<file path="config.mk">
export PLATFORM = sky130hd
export DESIGN_NAME = uerr_log_top
export DESIGN_NICKNAME = d
export VERILOG_FILES = /design/src/rtl/uerr_pkg.sv /design/src/rtl/uerr_status_reg.sv /design/src/rtl/uerr_mask_reg.sv /design/src/rtl/uerr_first_ptr.sv /design/src/rtl/uerr_log_top.sv
export SDC_FILE = /design/constraint.sdc
export NUM_CORES = 1
export LEC_CHECK = 0
export BUFFER_PORTS_ARGS = -buffer_cell sky130_fd_sc_hd__buf_2
export CELL_PAD_IN_SITES_DETAIL_PLACEMENT = 1
export CELL_PAD_IN_SITES_GLOBAL_PLACEMENT = 1
export CORE_MARGIN = 1
export CORE_UTILIZATION = 37
export DETAILED_ROUTE_END_ITERATION = 7
export GPL_ROUTABILITY_DRIVEN = 0
export PLACE_DENSITY_LB_ADDON = 0.1
export SYNTH_ARGS = -nofsm -noshare
export SYNTH_HDL_FRONTEND = slang
export SYNTH_HIERARCHICAL = 1
export SYNTH_SLANG_ARGS = --single-unit
export TNS_END_PERCENT = 20
</file>
<file path="constraint.sdc">
create_clock -name clk -period 4.3 [get_ports clk]
set_clock_uncertainty 0.1 [all_clocks]
set_input_delay 0.86 -clock clk [delete_from_list [all_inputs] [get_ports clk]]
set_output_delay 0.86 -clock clk [all_outputs]
set_load 0.02 [all_outputs]
</file>
<file path="src/rtl/uerr_pkg.sv">
package uerr_pkg;

    localparam int REG_W  = 32;
    localparam int EVT_W  = 16;
    localparam int PTR_W  = 5;
    localparam int ADDR_W = 2;

    localparam int B_DLINK   = 4;
    localparam int B_SDOWN   = 5;
    localparam int B_POISON  = 12;
    localparam int B_FCTRL   = 13;
    localparam int B_CMPLTO  = 14;
    localparam int B_CMPLABT = 15;

    // Positions that carry a real status bit
    localparam logic [EVT_W-1:0] IMPL_BITS =
        EVT_W'((1 << B_DLINK) | (1 << B_SDOWN) | (1 << B_POISON) |
               (1 << B_FCTRL) | (1 << B_CMPLTO) | (1 << B_CMPLABT));

    // Positions whose mask bit software may set
    localparam logic [EVT_W-1:0] MASK_RW_BITS =
        EVT_W'((1 << B_DLINK) | (1 << B_SDOWN) | (1 << B_POISON) |
               (1 << B_FCTRL));

    typedef enum logic [ADDR_W-1:0] {
        RSEL_STATUS = 2'd0,
        RSEL_MASK   = 2'd1,
        RSEL_CTRL   = 2'd2,
        RSEL_NONE   = 2'd3
    } rsel_e;

    typedef struct packed {
        logic             wr_status;
        logic             wr_mask;
        logic [EVT_W-1:0] data;
    } reg_cmd_t;

    // Index of the least significant set bit; 0 when none
    function automatic logic [PTR_W-1:0] lowest_idx(input logic [EVT_W-1:0] v);
        logic [PTR_W-1:0] idx;
        logic             found;
        idx   = '0;
        found = 1'b0;
        for (int i = 0; i < EVT_W; i++) begin
            if (v[i] && !found) begin
                idx   = PTR_W'(i);
                found = 1'b1;
            end
        end
        return idx;
    endfunction

endpackage

</file>
<file path="src/rtl/uerr_status_reg.sv">
module uerr_status_reg
    import uerr_pkg::*;
(
    input  logic             clk,
    input  logic             rst_cold,
    input  logic             accept,
    input  logic [EVT_W-1:0] evt,
    input  logic [EVT_W-1:0] clr,
    output logic [EVT_W-1:0] status_q,
    output logic [EVT_W-1:0] status_kept
);

    logic [EVT_W-1:0] set_vec;

    always_comb begin
        status_kept = status_q & ~clr;
        set_vec     = accept ? (evt & IMPL_BITS) : '0;
    end

    always_ff @(posedge clk) begin
        if (rst_cold) begin
            status_q <= '0;
        end else if (accept) begin
            status_q <= status_kept | set_vec;
        end
    end

endmodule

</file>
<file path="src/rtl/uerr_mask_reg.sv">
module uerr_mask_reg
    import uerr_pkg::*;
(
    input  logic             clk,
    input  logic             rst_cold,
    input  logic             wr_en,
    input  logic [EVT_W-1:0] wdata,
    output logic [EVT_W-1:0] mask_q
);

    for (genvar i = 0; i < EVT_W; i++) begin : g_bit
        if (MASK_RW_BITS[i]) begin : g_rw
            logic bit_q;
            always_ff @(posedge clk) begin
                if (rst_cold) begin
                    bit_q <= 1'b0;
                end else if (wr_en) begin
                    bit_q <= wdata[i];
                end
            end
            assign mask_q[i] = bit_q;
        end else begin : g_ro
            assign mask_q[i] = 1'b0;
        end
    end

endmodule

</file>
<file path="src/rtl/uerr_first_ptr.sv">
module uerr_first_ptr
    import uerr_pkg::*;
(
    input  logic             clk,
    input  logic             rst_cold,
    input  logic             accept,
    input  logic [EVT_W-1:0] status_kept,
    input  logic [EVT_W-1:0] unmasked,
    output logic [PTR_W-1:0] ptr_q
);

    logic free;
    logic load;

    always_comb begin
        free = !status_kept[ptr_q[3:0]];
        load = accept && free && (|unmasked);
    end

    always_ff @(posedge clk) begin
        if (rst_cold) begin
            ptr_q <= '0;
        end else if (load) begin
            ptr_q <= lowest_idx(unmasked);
        end
    end

endmodule

</file>
<file path="src/rtl/uerr_log_top.sv">
module uerr_log_top
    import uerr_pkg::*;
(
    input  logic              clk,
    input  logic              rst_cold,
    input  logic              rst_warm,
    input  logic [EVT_W-1:0]  evt_i,
    input  logic              reg_wr,
    input  logic [ADDR_W-1:0] reg_addr,
    input  logic [REG_W-1:0]  reg_wdata,
    output logic [REG_W-1:0]  reg_rdata,
    output logic              report_o
);

    logic             accept;
    reg_cmd_t         cmd;
    logic [EVT_W-1:0] clr_vec;
    logic [EVT_W-1:0] status_q;
    logic [EVT_W-1:0] status_kept;
    logic [EVT_W-1:0] mask_q;
    logic [EVT_W-1:0] unmasked;
    logic [PTR_W-1:0] ptr_q;
    logic             report_q;

    always_comb begin
        accept        = !rst_warm;
        cmd.wr_status = accept && reg_wr && (rsel_e'(reg_addr) == RSEL_STATUS);
        cmd.wr_mask   = accept && reg_wr && (rsel_e'(reg_addr) == RSEL_MASK);
        cmd.data      = reg_wdata[EVT_W-1:0];
        clr_vec       = cmd.wr_status ? cmd.data : '0;
        unmasked      = evt_i & IMPL_BITS & ~mask_q;
    end

    uerr_status_reg u_status (
        .clk         (clk),
        .rst_cold    (rst_cold),
        .accept      (accept),
        .evt         (evt_i),
        .clr         (clr_vec),
        .status_q    (status_q),
        .status_kept (status_kept)
    );

    uerr_mask_reg u_mask (
        .clk      (clk),
        .rst_cold (rst_cold),
        .wr_en    (cmd.wr_mask),
        .wdata    (cmd.data),
        .mask_q   (mask_q)
    );

    uerr_first_ptr u_ptr (
        .clk         (clk),
        .rst_cold    (rst_cold),
        .accept      (accept),
        .status_kept (status_kept),
        .unmasked    (unmasked),
        .ptr_q       (ptr_q)
    );

    always_ff @(posedge clk) begin
        if (rst_cold || rst_warm) begin
            report_q <= 1'b0;
        end else begin
            report_q <= |unmasked;
        end
    end

    assign report_o = report_q;

    always_comb begin
        case (rsel_e'(reg_addr))
            RSEL_STATUS: reg_rdata = REG_W'(status_q);
            RSEL_MASK:   reg_rdata = REG_W'(mask_q);
            RSEL_CTRL:   reg_rdata = REG_W'(ptr_q);
            default:     reg_rdata = '0;
        endcase
    end

endmodule

</file>
==> metrics.txt <==
status=finished, final reports clean; met2 wire length=2.429 mm; core outline area=5540 µm²; DR vias/cell=4.535; CP required=4.37 ns; Util after Layout=43.32%; hold path cells=2; Crit Path Max Fanout=13; CTS tree=yes; die height=78.18 µm; # setup viols final=0; number of global-route vias before repair=1,854; ant diodes=0; synth warn=6; die area=6111 µm²; final hold violations=0; wire per inst=12.92 µm; Worst R2R Start=u_ptr/ptr_q[0]; CP Launch Type=input pin; # nets final=381; max frequency=0.3263 GHz; remaining global-route overflow=0; area of the multi-input gates=1454 µm²; top post-synthesis cells by count=35 x buf_4, 34 x nor2_1, 25 x dfxtp_1, 23 x mux2i_1, 17 x and2_1; Leakage Power=1.115 nW; Peak VDD IR=0.1099 mV; share of layout cells above drive strength 1=22.39%; GRT Total Usage=18.00%; Reg2Reg Depth=5; largest buffer count on any clock path=2; crit path launch=reg_addr[1]; Detailed Route WL=5.141 mm; metal3 WL=264 µm; Power Density=218.4 nW/µm²; M1 wire length=2.414 mm; chip width=78.18 µm; clk_lat worst skew=0.27 ns; Syn Area/Cell=8.258 µm²; register area=500.5 µm²; Synth async-reset ratio=0%; Cell Area, Synth=2147 µm²; DP HPWL=4.009 mm; Initial Util=38.75%; Synth Instances=260; via count=1,805; Hold Startpoint=u_status/status_q[9]; post-route clock period utilization=71.26%; cell taking the most area after synthesis=dfxtp_1; fin crit period=3.064 ns; IO Count=87; IO Port Bufs=44; largest net degree at the start of global routing=28; root buffer cell=clkbuf_8; antenna violations before repair=0; count leader, synth=buf_4; Initial DRC Count=40; final setup TNS=0 ns; critical path arrival=3.13 ns; PostCTS Resize Cnt=0; top sig layer=met4; Detail Route Antenna Nets=0; Max Slew Vio Count=0; Fin Hold WS=0.3622 ns; top cells by area, synth=dfxtp_1 23%, buf_4 12%, mux2i_1 11%; Slew @ Worst Pin=1.222 ns; Clock transition at path regs=0.09 ns; TritonCTS sink count=25; total number of H-tree levels=1; drc violations=0; RSZ-0062 raised after global routing=no; unique cell type count in the Yosys netlist=49; Worst setup EP type=register; Post-synth EDFFs=0; max-cap violation count=0; post-synthesis register bit count=25; Yosys top cell area share=23.31%; setup bufs post-CTS=0; row cnt=27; Layout Area Growth over Synthesis=11.77%; worst min-delay path category=reg -> reg; Crit Path Category=in -> reg; Filler cells=744; DR pass1 iterations=4; ys flop type=dfxtp_1; first-pass GRT wire length=8.763 mm; total CTS buffers=3; Seq/Total Area, Yosys=23.31%; Rel. slew slack=17.44%; hold bufs inserted after CTS=0
layout make-up:
class	count	area share (%)
multi-input cells	233	60.58
flip-flops and latches	25	20.86
repair buffers	48	10.43
well taps	72	3.754
inverters	16	2.503
clock buffers	4	1.877
worst max-delay path, stage by stage:
cell and delay [ns]:
buf_2 0.14, nor4b_4 0.39, buf_4 0.25, and2_1 0.17
nor2_1 0.05, mux4_2 0.44, o22ai_1 0.16, o21a_2 0.20
nand3_1 0.12, a221oi_1 0.35
flip-flops by register name (all words and copies together), names as in the netlist:
name and cells:
report_o 1, u_mask/g_bit.g_rw.bit_q 4, u_ptr/ptr_q 4, u_status/status_q 16
cell families after synthesis:
| logic type | after synthesis | share of synthesized area [%] |
|---|---|---|
| AO/OA/AOI/OAI | 47 | 17.78 |
| buffers and inverters | 61 | 19.29 |
| flip-flops | 25 | 23.31 |
| multiplexers | 27 | 13.87 |
| other | 3 | 0.5244 |
| AND/OR/NAND/NOR | 97 | 25.23 |
path summary, 6_finish.rpt:
path | slack (ns) | endpoint
setup / recovery | 1.24 | u_ptr/ptr_q[2]
hold / removal | 0.36 | u_status/status_q[9]
setup reg to reg | 2.19 | u_ptr/ptr_q[2]
hold reg to reg | 0.36 | u_status/status_q[9]
cell usage in the layout (no fill, tap or decap), drive strengths merged, types with 2 or more instances in the layout:
cell,count
nor2,34
and2,17
nand3,4
mux2i,23
a211oi,11
a211o,2
inv,16
nor4b,2
o21ai,6
o31a,2
o21a,2
mux2,2
conb,62
dfxtp,25
nor4,3
or4,2
clkbuf,4
nor2b,14
mux4,2
a21bo,6
buf,48
o311ai,2
a21oi,9
nand2,15
power breakdown:
group | internal [W] | total [W] | switching, W
logic | 0.0000525 | 0.000136 | 0.0000838
clock network | 0.0000663 | 0.000139 | 0.0000729
registers | 0.000239 | 0.000249 | 0.00000950
through the flow:
| step | cells | worst slack [ns] | total power, W | instance area (µm²) |
|---|---|---|---|---|
| 6_report | 398 | 1.236 | 0.0005241 | 2400 |
| 5_1_grt | 398 | 1.095 | 0.0005606 | 2400 |
| 4_1_cts | 398 | 1.248 | 0.0005310 | 2400 |
| 3_5_place_dp | 394 | 0.9670 | 0.0003888 | 2355 |
| 3_3_place_gp | 394 | 1.012 | 0.0003870 | 2355 |
| 2_1_floorplan | 319 | 1.328 | 0.0003755 | 2369 |
metal layers:
layer | vias to the layer above | track usage, %
met5 | - | 0
met4 | 0 | 2.778
met3 | 5 | 3.256
met2 | 40 | 31.93
met1 | 841 | 22.95
li1 | 919 | -
(Power assumes the default switching activity.)
